===== config.mk =====
export PLATFORM = sky130hd
export DESIGN_NAME = vec_prio_tracker
export DESIGN_NICKNAME = d
export VERILOG_FILES = /design/src/rtl/vpt_pkg.sv /design/src/rtl/vpt_prio_enc.sv /design/src/rtl/vpt_vec_arrays.sv /design/src/rtl/vpt_prio_calc.sv /design/src/rtl/vec_prio_tracker.sv
export SDC_FILE = /design/constraint.sdc
export NUM_CORES = 2
export LEC_CHECK = 0
export BUFFER_PORTS_ARGS = -buffer_cell sky130_fd_sc_hd__buf_4
export CAP_MARGIN = 20
export CORE_MARGIN = 5
export CORE_UTILIZATION = 41
export DETAILED_ROUTE_END_ITERATION = 8
export GPL_TIMING_DRIVEN = 0
export PLACE_DENSITY = 0.64
export SLEW_MARGIN = 10
export SYNTH_ARGS = -nofsm -noshare
export SYNTH_HDL_FRONTEND = slang
export SYNTH_SLANG_ARGS = --single-unit

===== constraint.sdc =====
create_clock -name clk_i -period 5.8 [get_ports clk_i]
set_input_delay 0.87 -clock clk_i [delete_from_list [all_inputs] [get_ports clk_i]]
set_output_delay 0.87 -clock clk_i [all_outputs]
set_load 0.05 [all_outputs]

===== src/rtl/vpt_pkg.sv =====
package vpt_pkg;
  localparam int unsigned VEC_W   = 8;
  localparam int unsigned NUM_VEC = 1 << VEC_W;
  localparam int unsigned CLS_W   = 4;

  typedef logic [VEC_W-1:0] vec_t;

  typedef struct packed {
    logic valid;
    vec_t vec;
  } vec_hit_t;
endpackage


===== src/rtl/vpt_prio_enc.sv =====
// Highest-set-bit search: per-group local encode, then pick highest live group.
module vpt_prio_enc #(
  parameter int unsigned WIDTH = 256,
  parameter int unsigned GRP_W = 32
) (
  input  logic [WIDTH-1:0]         bits_i,
  output logic                     valid_o,
  output logic [$clog2(WIDTH)-1:0] idx_o
);
  localparam int unsigned NGRP  = WIDTH / GRP_W;
  localparam int unsigned GIW   = $clog2(GRP_W);
  localparam int unsigned NGW   = $clog2(NGRP);

  logic [NGRP-1:0]          grp_any;
  logic [NGRP-1:0][GIW-1:0] grp_loc;
  logic [NGW-1:0]           grp_sel;

  for (genvar g = 0; g < NGRP; g++) begin : g_grp
    logic [GRP_W-1:0] slice;
    logic [GIW-1:0]   loc_w;
    assign slice = bits_i[g*GRP_W +: GRP_W];
    always_comb begin
      loc_w = '0;
      for (int i = 0; i < GRP_W; i++)
        if (slice[i]) loc_w = GIW'(i);
    end
    assign grp_any[g] = |slice;
    assign grp_loc[g] = loc_w;
  end

  always_comb begin
    grp_sel = '0;
    for (int k = 0; k < NGRP; k++)
      if (grp_any[k]) grp_sel = NGW'(k);
  end

  assign valid_o = |grp_any;
  assign idx_o   = valid_o ? {grp_sel, grp_loc[grp_sel]} : '0;
endmodule


===== src/rtl/vpt_vec_arrays.sv =====
// Pending / in-service / level-trigger state. Order within a cycle:
// retire (eoi), then acknowledge, then new request.
module vpt_vec_arrays
  import vpt_pkg::*;
(
  input  logic               clk_i,
  input  logic               rst_ni,
  input  logic               enable_i,
  input  logic               req_valid_i,
  input  vec_t               req_vec_i,
  input  logic               req_level_i,
  input  logic               ack_i,
  input  vec_t               ack_vec_i,
  input  logic               eoi_i,
  input  logic               isr_valid_i,
  input  vec_t               isr_top_i,
  output logic [NUM_VEC-1:0] irr_o,
  output logic [NUM_VEC-1:0] isr_o,
  output logic [NUM_VEC-1:0] tmr_o,
  output logic               bcast_o,
  output vec_t               bcast_vec_o
);
  logic [NUM_VEC-1:0] irr_q, isr_q, tmr_q;
  logic [NUM_VEC-1:0] irr_n, isr_n, tmr_n;
  logic               bc_q, bc_n;
  vec_t               bcv_q, bcv_n;

  always_comb begin
    irr_n = irr_q;
    isr_n = isr_q;
    tmr_n = tmr_q;
    bc_n  = 1'b0;
    bcv_n = '0;
    if (eoi_i && isr_valid_i) begin
      isr_n[isr_top_i] = 1'b0;
      if (tmr_q[isr_top_i]) begin
        tmr_n[isr_top_i] = 1'b0;
        bc_n  = 1'b1;
        bcv_n = isr_top_i;
      end
    end
    if (ack_i) begin
      isr_n[ack_vec_i] = 1'b1;
      irr_n[ack_vec_i] = 1'b0;
    end
    if (req_valid_i && enable_i) begin
      if (!(req_level_i && irr_n[req_vec_i])) begin
        irr_n[req_vec_i] = 1'b1;
        if (req_level_i) tmr_n[req_vec_i] = 1'b1;
      end
    end
  end

  always_ff @(posedge clk_i or negedge rst_ni) begin
    if (!rst_ni) begin
      irr_q <= '0;
      isr_q <= '0;
      tmr_q <= '0;
      bc_q  <= 1'b0;
      bcv_q <= '0;
    end else begin
      irr_q <= irr_n;
      isr_q <= isr_n;
      tmr_q <= tmr_n;
      bc_q  <= bc_n;
      bcv_q <= bcv_n;
    end
  end

  assign irr_o       = irr_q;
  assign isr_o       = isr_q;
  assign tmr_o       = tmr_q;
  assign bcast_o     = bc_q;
  assign bcast_vec_o = bcv_q;
endmodule


===== src/rtl/vpt_prio_calc.sv =====
// Class compares for processor priority and deliverability.
module vpt_prio_calc
  import vpt_pkg::*;
(
  input  logic enable_i,
  input  vec_t tpr_i,
  input  logic isr_valid_i,
  input  vec_t isr_top_i,
  input  logic irr_valid_i,
  input  vec_t irr_top_i,
  output vec_t ppr_o,
  output logic pend_valid_o,
  output vec_t pend_vec_o
);
  localparam int unsigned LO_W = VEC_W - CLS_W;

  vec_t              isr_eff;
  logic [CLS_W-1:0]  isr_cls, tpr_cls, irr_cls;

  assign isr_eff = isr_valid_i ? isr_top_i : '0;
  assign isr_cls = isr_eff[VEC_W-1 -: CLS_W];
  assign tpr_cls = tpr_i[VEC_W-1 -: CLS_W];
  assign irr_cls = irr_top_i[VEC_W-1 -: CLS_W];

  assign ppr_o        = (tpr_cls >= isr_cls) ? tpr_i : {isr_cls, {LO_W{1'b0}}};
  assign pend_valid_o = enable_i && irr_valid_i && (irr_cls > isr_cls);
  assign pend_vec_o   = pend_valid_o ? irr_top_i : '0;
endmodule


===== src/rtl/vec_prio_tracker.sv =====
module vec_prio_tracker
  import vpt_pkg::*;
#(
  parameter int unsigned GRP_W = 32
) (
  input  logic        clk_i,
  input  logic        rst_ni,
  input  logic        enable_i,
  input  logic        req_valid_i,
  input  logic [7:0]  req_vec_i,
  input  logic        req_level_i,
  input  logic        ack_i,
  input  logic [7:0]  ack_vec_i,
  input  logic        eoi_i,
  input  logic        tpr_we_i,
  input  logic [31:0] tpr_wdata_i,
  output logic [7:0]  tpr_o,
  output logic [7:0]  ppr_o,
  output logic        pend_valid_o,
  output logic [7:0]  pend_vec_o,
  output logic        eoi_bcast_o,
  output logic [7:0]  eoi_bcast_vec_o
);
  logic [NUM_VEC-1:0] irr_q, isr_q, tmr_q;
  vec_hit_t           irr_hit, isr_hit;
  vec_t               tpr_q;

  vpt_prio_enc #(.WIDTH(NUM_VEC), .GRP_W(GRP_W)) u_irr_enc (
    .bits_i (irr_q),
    .valid_o(irr_hit.valid),
    .idx_o  (irr_hit.vec)
  );

  vpt_prio_enc #(.WIDTH(NUM_VEC), .GRP_W(GRP_W)) u_isr_enc (
    .bits_i (isr_q),
    .valid_o(isr_hit.valid),
    .idx_o  (isr_hit.vec)
  );

  vpt_vec_arrays u_arr (
    .clk_i      (clk_i),
    .rst_ni     (rst_ni),
    .enable_i   (enable_i),
    .req_valid_i(req_valid_i),
    .req_vec_i  (req_vec_i),
    .req_level_i(req_level_i),
    .ack_i      (ack_i),
    .ack_vec_i  (ack_vec_i),
    .eoi_i      (eoi_i),
    .isr_valid_i(isr_hit.valid),
    .isr_top_i  (isr_hit.vec),
    .irr_o      (irr_q),
    .isr_o      (isr_q),
    .tmr_o      (tmr_q),
    .bcast_o    (eoi_bcast_o),
    .bcast_vec_o(eoi_bcast_vec_o)
  );

  always_ff @(posedge clk_i or negedge rst_ni) begin
    if (!rst_ni)       tpr_q <= '0;
    else if (tpr_we_i) tpr_q <= tpr_wdata_i[VEC_W-1:0];
  end

  vpt_prio_calc u_calc (
    .enable_i    (enable_i),
    .tpr_i       (tpr_q),
    .isr_valid_i (isr_hit.valid),
    .isr_top_i   (isr_hit.vec),
    .irr_valid_i (irr_hit.valid),
    .irr_top_i   (irr_hit.vec),
    .ppr_o       (ppr_o),
    .pend_valid_o(pend_valid_o),
    .pend_vec_o  (pend_vec_o)
  );

  assign tpr_o = tpr_q;
endmodule


# ---- Yosys cells after proc, flatten, opt, wreduce, memory -nomap -nowiden
# Index checks and enable logic that the tools add are counted.
dict set report totals {
  ff_bits 785
  in_bits 56
  out_inout_bits 34
  word_cells 591
}
dict set report classes {
  order_cmp 10
  mux 543
  bitwise_logic 8
  reduce_logical 24
}
# operator n
set ops {}
lappend ops {{two-way mux 256 bit} 10}
lappend ops {{two-way mux 5 bit} 258}
lappend ops {{AND 256 bit} 3}
lappend ops {{bitwise OR 256 bit} 3}
lappend ops {{two-way mux 4 bit} 128}
lappend ops {{inverter 256 bit} 2}
lappend ops {{OR reduction 256 bit} 2}
lappend ops {{OR reduction 32 bit} 14}
lappend ops {{two-way mux 3 bit} 72}
lappend ops {{two-way mux 2 bit} 36}
lappend ops {{two-way mux 8 bit} 7}
lappend ops {{binary-select mux 5 bit (select 3 bit)} 2}
lappend ops {{< comparator 8 x 9 -> 1 bit (second input constant)} 3}
lappend ops {{two-way mux 1 bit} 25}
lappend ops {{demux 1 bit (select 8 bit)} 3}
lappend ops {{greater-or-equal comparator 8 x 1 -> 1 bit (second input constant)} 3}
lappend ops {{binary-select mux 1 bit (select 8 bit)} 2}
lappend ops {{logical AND 1 bit} 8}
lappend ops {{< comparator 3 x 4 -> 1 bit (second input constant)} 2}
lappend ops {{greater-or-equal comparator 4 bit} 1}
lappend ops {{greater-than comparator 4 bit} 1}

# ---- Longest topological paths before layout
dict set report logic_depth {
  word_depth 46
  depth_mapped 24
  ltp_nobuf 22
}

# ---- Hierarchy
# From an unflattened synthesis, not the netlist that was laid out.
dict set report hier_totals {
  cells_unflattened 4556
  hier_area_um2 44452.6
}
# module n_inst cells_each area_per_inst_um2 seq_area_each_um2
set by_module_without_submodules {}
lappend by_module_without_submodules {vpt_vec_arrays 1 3443 37697.4 19443.6}
lappend by_module_without_submodules {vpt_prio_enc 2 526 3036.7 0.0}
lappend by_module_without_submodules {vpt_prio_calc 1 44 350.3 0.0}
lappend by_module_without_submodules {vec_prio_tracker 1 17 331.6 200.2}

# ---- Worst setup path before layout
# No wires, ideal clock.
dict set report synth_path {
  path_kind {register -> output}
  start {register u_arr.isr_q[237] (netlist: u_arr.isr_o[237])}
  end {output ppr_o[5]}
  arrival_ns 5.073
  required_ns 4.930
  path_slack_ns -0.143
  stages_incl_launch_ff 21
  n_path_buf 4
  cell_sequence {dfrtp_1 > nor4_1 > nand4_1 > or4_1 > buf_2 > nor2_1 > a211oi_1 > a21oi_1 > and2_1 > clkbuf_1 > clkbuf_1 > nor2_1 > inv_1 > ha_1 > nand2b_1 > a21o_1 > a21o_1 > a21oi_1 > clkbuf_1 > nor2_1 > a21oi_1}
}
dict set report synth_via {
  elab_chain_cells 8
  word_cells_on_any_way 9
  cone_classes {1 x order compare; 6 x mux; 2 x reduce/logical}
}
# item line
set synth_rtl {}
lappend synth_rtl {{from (decl)} vpt_vec_arrays.sv:23} ;# logic [NUM_VEC-1:0] irr_q, isr_q, tmr_q;
lappend synth_rtl {{from (signal assigned)} vpt_vec_arrays.sv:63} ;# isr_q <= isr_n;
lappend synth_rtl {{OR reduction 32 bit} vpt_prio_enc.sv:27} ;# assign grp_any[g] = |slice;
lappend synth_rtl {{two-way mux 3 bit} vpt_prio_enc.sv:34} ;# if (grp_any[k]) grp_sel = NGW'(k);
lappend synth_rtl {{binary-select mux 5 bit (select 3 bit)} vpt_prio_enc.sv:38} ;# assign idx_o = valid_o ? {grp_sel, grp_loc[grp_sel]} : '0;
lappend synth_rtl {{two-way mux 5 bit (not written as such)} vpt_prio_enc.sv:38}
lappend synth_rtl {{two-way mux 8 bit} vpt_prio_enc.sv:38}
lappend synth_rtl {{two-way mux 8 bit *} vpt_prio_calc.sv:20} ;# assign isr_eff = isr_valid_i ? isr_top_i : '0;
lappend synth_rtl {{greater-or-equal comparator 4 bit} vpt_prio_calc.sv:25} ;# assign ppr_o = (tpr_cls >= isr_cls) ? tpr_i : {isr_cls, {LO_W{1'b0}}};
lappend synth_rtl {{two-way mux 8 bit *} vpt_prio_calc.sv:25}
lappend synth_rtl {{to (decl)} vec_prio_tracker.sv:18} ;# output logic [7:0] ppr_o,
# Mark *: on every way between the ends. The rest lies on a longest branch, timed or not. The select of a mux whose other input is x is not followed.

# ---- Worst setup path after layout
dict set report layout_path {
  start {input ack_vec_i[2]}
  end {register u_arr.tmr_q[178] (netlist: u_arr.tmr_o[178])}
}
dict set report layout_via {
  elab_chain_cells 12
  word_cells_on_any_way 13
  cone_classes {2 x order compare; 7 x mux; 2 x bitwise; 2 x reduce/logical}
}
# item line
set layout_rtl {}
lappend layout_rtl {{from (decl)} vec_prio_tracker.sv:13} ;# input logic [7:0] ack_vec_i,
lappend layout_rtl {{< comparator 8 x 9 -> 1 bit (not written as such) / greater-or-equal comparator 8 x 1 -> 1 bit (equally long branches)} vpt_vec_arrays.sv:44} ;# irr_n[ack_vec_i] = 1'b0;
lappend layout_rtl {{logical AND 1 bit (not written as such)} vpt_vec_arrays.sv:44}
lappend layout_rtl {{two-way mux 1 bit (not written as such)} vpt_vec_arrays.sv:44}
lappend layout_rtl {{demux 1 bit (select 8 bit) *} --}
lappend layout_rtl {{inverter 256 bit (no source line) *} --}
lappend layout_rtl {{AND 256 bit (no source line) *} --}
lappend layout_rtl {{two-way mux 256 bit *} vpt_vec_arrays.sv:42} ;# if (ack_i) begin
lappend layout_rtl {{binary-select mux 1 bit (select 8 bit) *} vpt_vec_arrays.sv:47} ;# if (!(req_level_i && irr_n[req_vec_i])) begin
lappend layout_rtl {{two-way mux 1 bit (not written as such) *} vpt_vec_arrays.sv:47}
lappend layout_rtl {{logical AND 1 bit *} vpt_vec_arrays.sv:47}
lappend layout_rtl {{two-way mux 256 bit *} vpt_vec_arrays.sv:47}
lappend layout_rtl {{two-way mux 256 bit *} vpt_vec_arrays.sv:46} ;# if (req_valid_i && enable_i) begin
lappend layout_rtl {{via u_arr.tmr_n[178]} vpt_vec_arrays.sv:24} ;# logic [NUM_VEC-1:0] irr_n, isr_n, tmr_n;
lappend layout_rtl {{to (signal assigned)} vpt_vec_arrays.sv:64} ;# tmr_q <= tmr_n;
lappend layout_rtl {{to (decl)} vpt_vec_arrays.sv:23}
# The timed path passes the listed nets; every way through them passes the cells marked *. The select of a mux whose other input is x is not followed.
# A chain may end at the register's enable or synchronous reset.

==> results.json <==
{
  "status": "finished with violations",
  "violations": "negative setup slack",
  "overflow": 0,
  "dp_hpwl_um": 147000,
  "max_slew.worst_pin.slew_ns": 1.28,
  "drc": 0,
  "fin_ws_ns": -0.0616,
  "num_vias": 44900,
  "slew_headroom_pct": 14.6,
  "hold_viol_final": 0,
  "synth.cell_area_mm2": 0.0418,
  "ios": 90,
  "rows": 117,
  "drive_gt1_share_pct": 13.2,
  "p_per_area_mw_per_mm2": 747,
  "numClockSinks": 785,
  "clk_pin_slew_worst_paths_ns": 0.06,
  "arrival_ns": 6.42,
  "end_kind": "flop",
  "synth_commonest_cells": "o21ai_0 (1282), dfrtp_1 (785), nand2_1 (433)",
  "start_util_pct": 41.2,
  "numCtsBuffers": 90,
  "cts_tree": "built",
  "yosys_warnings": 0,
  "p_switching_uw": 20600,
  "fin_crit_sh_pct": 101,
  "ys_async_sr_fraction_pct": 100,
  "area_delta_synth_final_pct": 19.9,
  "ant_nets": 0,
  "fin_nets": 5140,
  "yosys.cell_count.top_type": "o21ai_0",
  "insertion_delay_ns": 0.71,
  "grt_start_max_net_pins": 107,
  "synth_cells": 4803,
  "ff2ff_setup_slack_ns": -0.03,
  "wire_per_inst_um": 32.4,
  "min_path_type": "primary input to async pin",
  "synth_top_area_share_pct": 47.0,
  "finalMaxSlewViolations": 0,
  "leakagePower_uw": 0.0205,
  "drt-initial-drc-count": 7119,
  "critPathLaunchType": "primary input",
  "fin_cells": 6527,
  "critical_path_class": "primary input to flop",
  "io_buffers": 59,
  "firstDrtPassIters": 6,
  "synth_cell_type_count": 90,
  "synth_edf_count": 0,
  "grt_use_total_pct": 37.6,
  "synthTopCellsByArea": "dfrtp_1 (47%), o21ai_0 (15%), nand2_1 (3.9%), clkbuf_1 (2.6%), nor2_1 (2.6%)",
  "fin_util_pct": 49.4,
  "period_minus_slack_ns": 5.86,
  "power_uw": 37400,
  "power.internal_uw": 16900,
  "cap_violations": 0,
  "dp.cells": 6263,
  "ys_ff_latch": 785,
  "antenna_found_initial": 23,
  "timing.fmax_mhz": 171,
  "die_y_um": 329,
  "p_comb_share_pct": 65.9,
  "clockBufferDepth": 3,
  "cts-root-buf": "clkbuf_16",
  "yosysSeqAreaShare_pct": 47.0,
  "drt-vias-per-instance": 6.88,
  "yosysTopAreaCell": "dfrtp_1",
  "core_area_mm2": 0.101,
  "peakVddDrop_mv": 1.16,
  "syn_nets": 4867,
  "syn-mean-instance-area_um2": 8.69,
  "cts_hold_buf": 0,
  "place.gp.congestion": 1.03,
  "p_clk_share_pct": 16.7,
  "power_switching_share_pct": 54.9,
  "required_ns": 6.36,
  "drt_wl_total_um": 211000,
  "critical_path_peak_fanout": 10,
  "dieArea_mm2": 0.108,
  "rsz0062_at_grt": "yes",
  "seqPwrFrac_pct": 17.4,
  "whs_ns": 0.124,
  "htreeDepth": 3,
  "grt_first_pass_wirelength_um": 299000,
  "grt_pass1_vias": 42100,
  "skew_ns": 0.0347,
  "setup_viol": 30,
  "synth-main-ff-cell": "dfrtp_1",
  "setup_tns_ns": -0.699,
  "die_w_um": 329
}
## cells in the final DEF, fill, tap and decap left out, types with 33 or more instances in the layout
cell	instances
nor4_1	59
nor3_1	136
clkbuf_1	252
clkbuf_16	91
buf_4	161
nor4_2	35
nand3_1	121
o21bai_1	40
clkbuf_2	33
a21oi_1	171
nor2_1	267
o31ai_1	101
o2bb2ai_1	60
o211ai_1	35
a22oi_1	39
nand2_1	425
nor4_4	47
buf_6	33
mux2i_1	62
nand4_1	46
inv_1	153
o21ai_0	1277
dfrtp_1	775
nor2b_1	38
## power groups by stage
| stage | combinational [µW] | sequential [µW] | clock, µW |
|---|---|---|---|
| 2_1_floorplan | 10600 | 6470 | 0 |
| 3_3_place_gp | 19700 | 6500 | 0 |
| 3_5_place_dp | 19800 | 6510 | 0 |
| 4_1_cts | 21800 | 6480 | 6220 |
| 5_1_grt | 24700 | 6570 | 6440 |
| 6_report | 24700 | 6520 | 6230 |
## critical path, cell delays in order
cell and delay, ns:
buf_4 0.16, nand3b_1 0.34, nand2b_1 0.53, clkbuf_1 0.62
o21ai_0 0.26, a22oi_1 0.18, nand4_1 0.15, a2111oi_0 0.74
a21oi_1 0.14, mux4_2 0.53, o22ai_1 0.33, or3_1 0.45
clkbuf_1 0.46, clkbuf_1 0.48, o21ai_0 0.16
## final timing paths
kind,from,end,cells past startpoint
setup / recovery,ack_vec_i[2],u_arr.tmr_o[178]$_DFF_PN0_,15
hold / removal,rst_ni,u_arr.irr_o[150]$_DFF_PN0_,1
setup reg to reg,u_arr.isr_o[138]$_DFF_PN0_,u_arr.tmr_o[88]$_DFF_PN0_,21
hold reg to reg,u_arr.tmr_o[168]$_DFF_PN0_,u_arr.tmr_o[168]$_DFF_PN0_,1
max in group asynchronous,rst_ni,u_arr.isr_o[234]$_DFF_PN0_,4
min in group clk_i,tpr_wdata_i[4],tpr_o[4]$_DFFE_PN0P_,3
## cells by family (layout without fill, tap and decap cells)
family / count (synthesis) / in the layout / synth area share, %
DFF: 785 / 785 / 47.0
other: 0 / 10 / 0
buffers and inverters: 505 / 851 / 4.78
AOI/OAI and AO/OA: 2058 / 2058 / 29.0
muxes: 97 / 97 / 3.01
adders and majority gates: 8 / 8 / 0.240
and+or+nand+nor: 1350 / 1350 / 16.0
## through the flow
stage,area (µm²),setup slack [ns]
4_1_cts,49200,0.000334
3_5_place_dp,44500,-3.07
2_1_floorplan,41800,-0.143
6_report,50100,-0.0616
5_1_grt,50100,-0.160
3_3_place_gp,43900,-5.66
## per-layer routing
layer	vias up	routed length, µm	GRT usage, %
li1	18400	-	-
met1	22000	80200	50.3
met2	3653	85000	52.3
met3	888	30100	13.1
met4	10	16200	22.9
met5	-	66	0
## sequential cells by signal, indices dropped and copies added, names as in the netlist
register and cells:
u_arr.bcast_vec_o 8, u_arr.isr_o 256, u_arr.bcast_o 1, u_arr.tmr_o 256
tpr_o 8, u_arr.irr_o 256
## layout make-up
cell class / instances / area (µm²)
diodes: 10 / 25.0
plain buffers: 340 / 1710
clock buffers: 128 / 2600
clock inverters: 37 / 554
fillers: 9634 / 51400
inverters: 155 / 587
multi-input cells: 3513 / 21400
flip-flops and latches: 785 / 19700
well taps: 1368 / 1710
repair buffers: 191 / 1840
## what timing repair did
item | 4_1_cts | 5_1_grt
resized for setup | 257 | 154
setup buffers | 70 | 22
gates cloned | 1 | 1
pin swaps | 55 | 35
endpoints found under the setup margin | 638 | 375
Power figures use the tool's default switching activity.
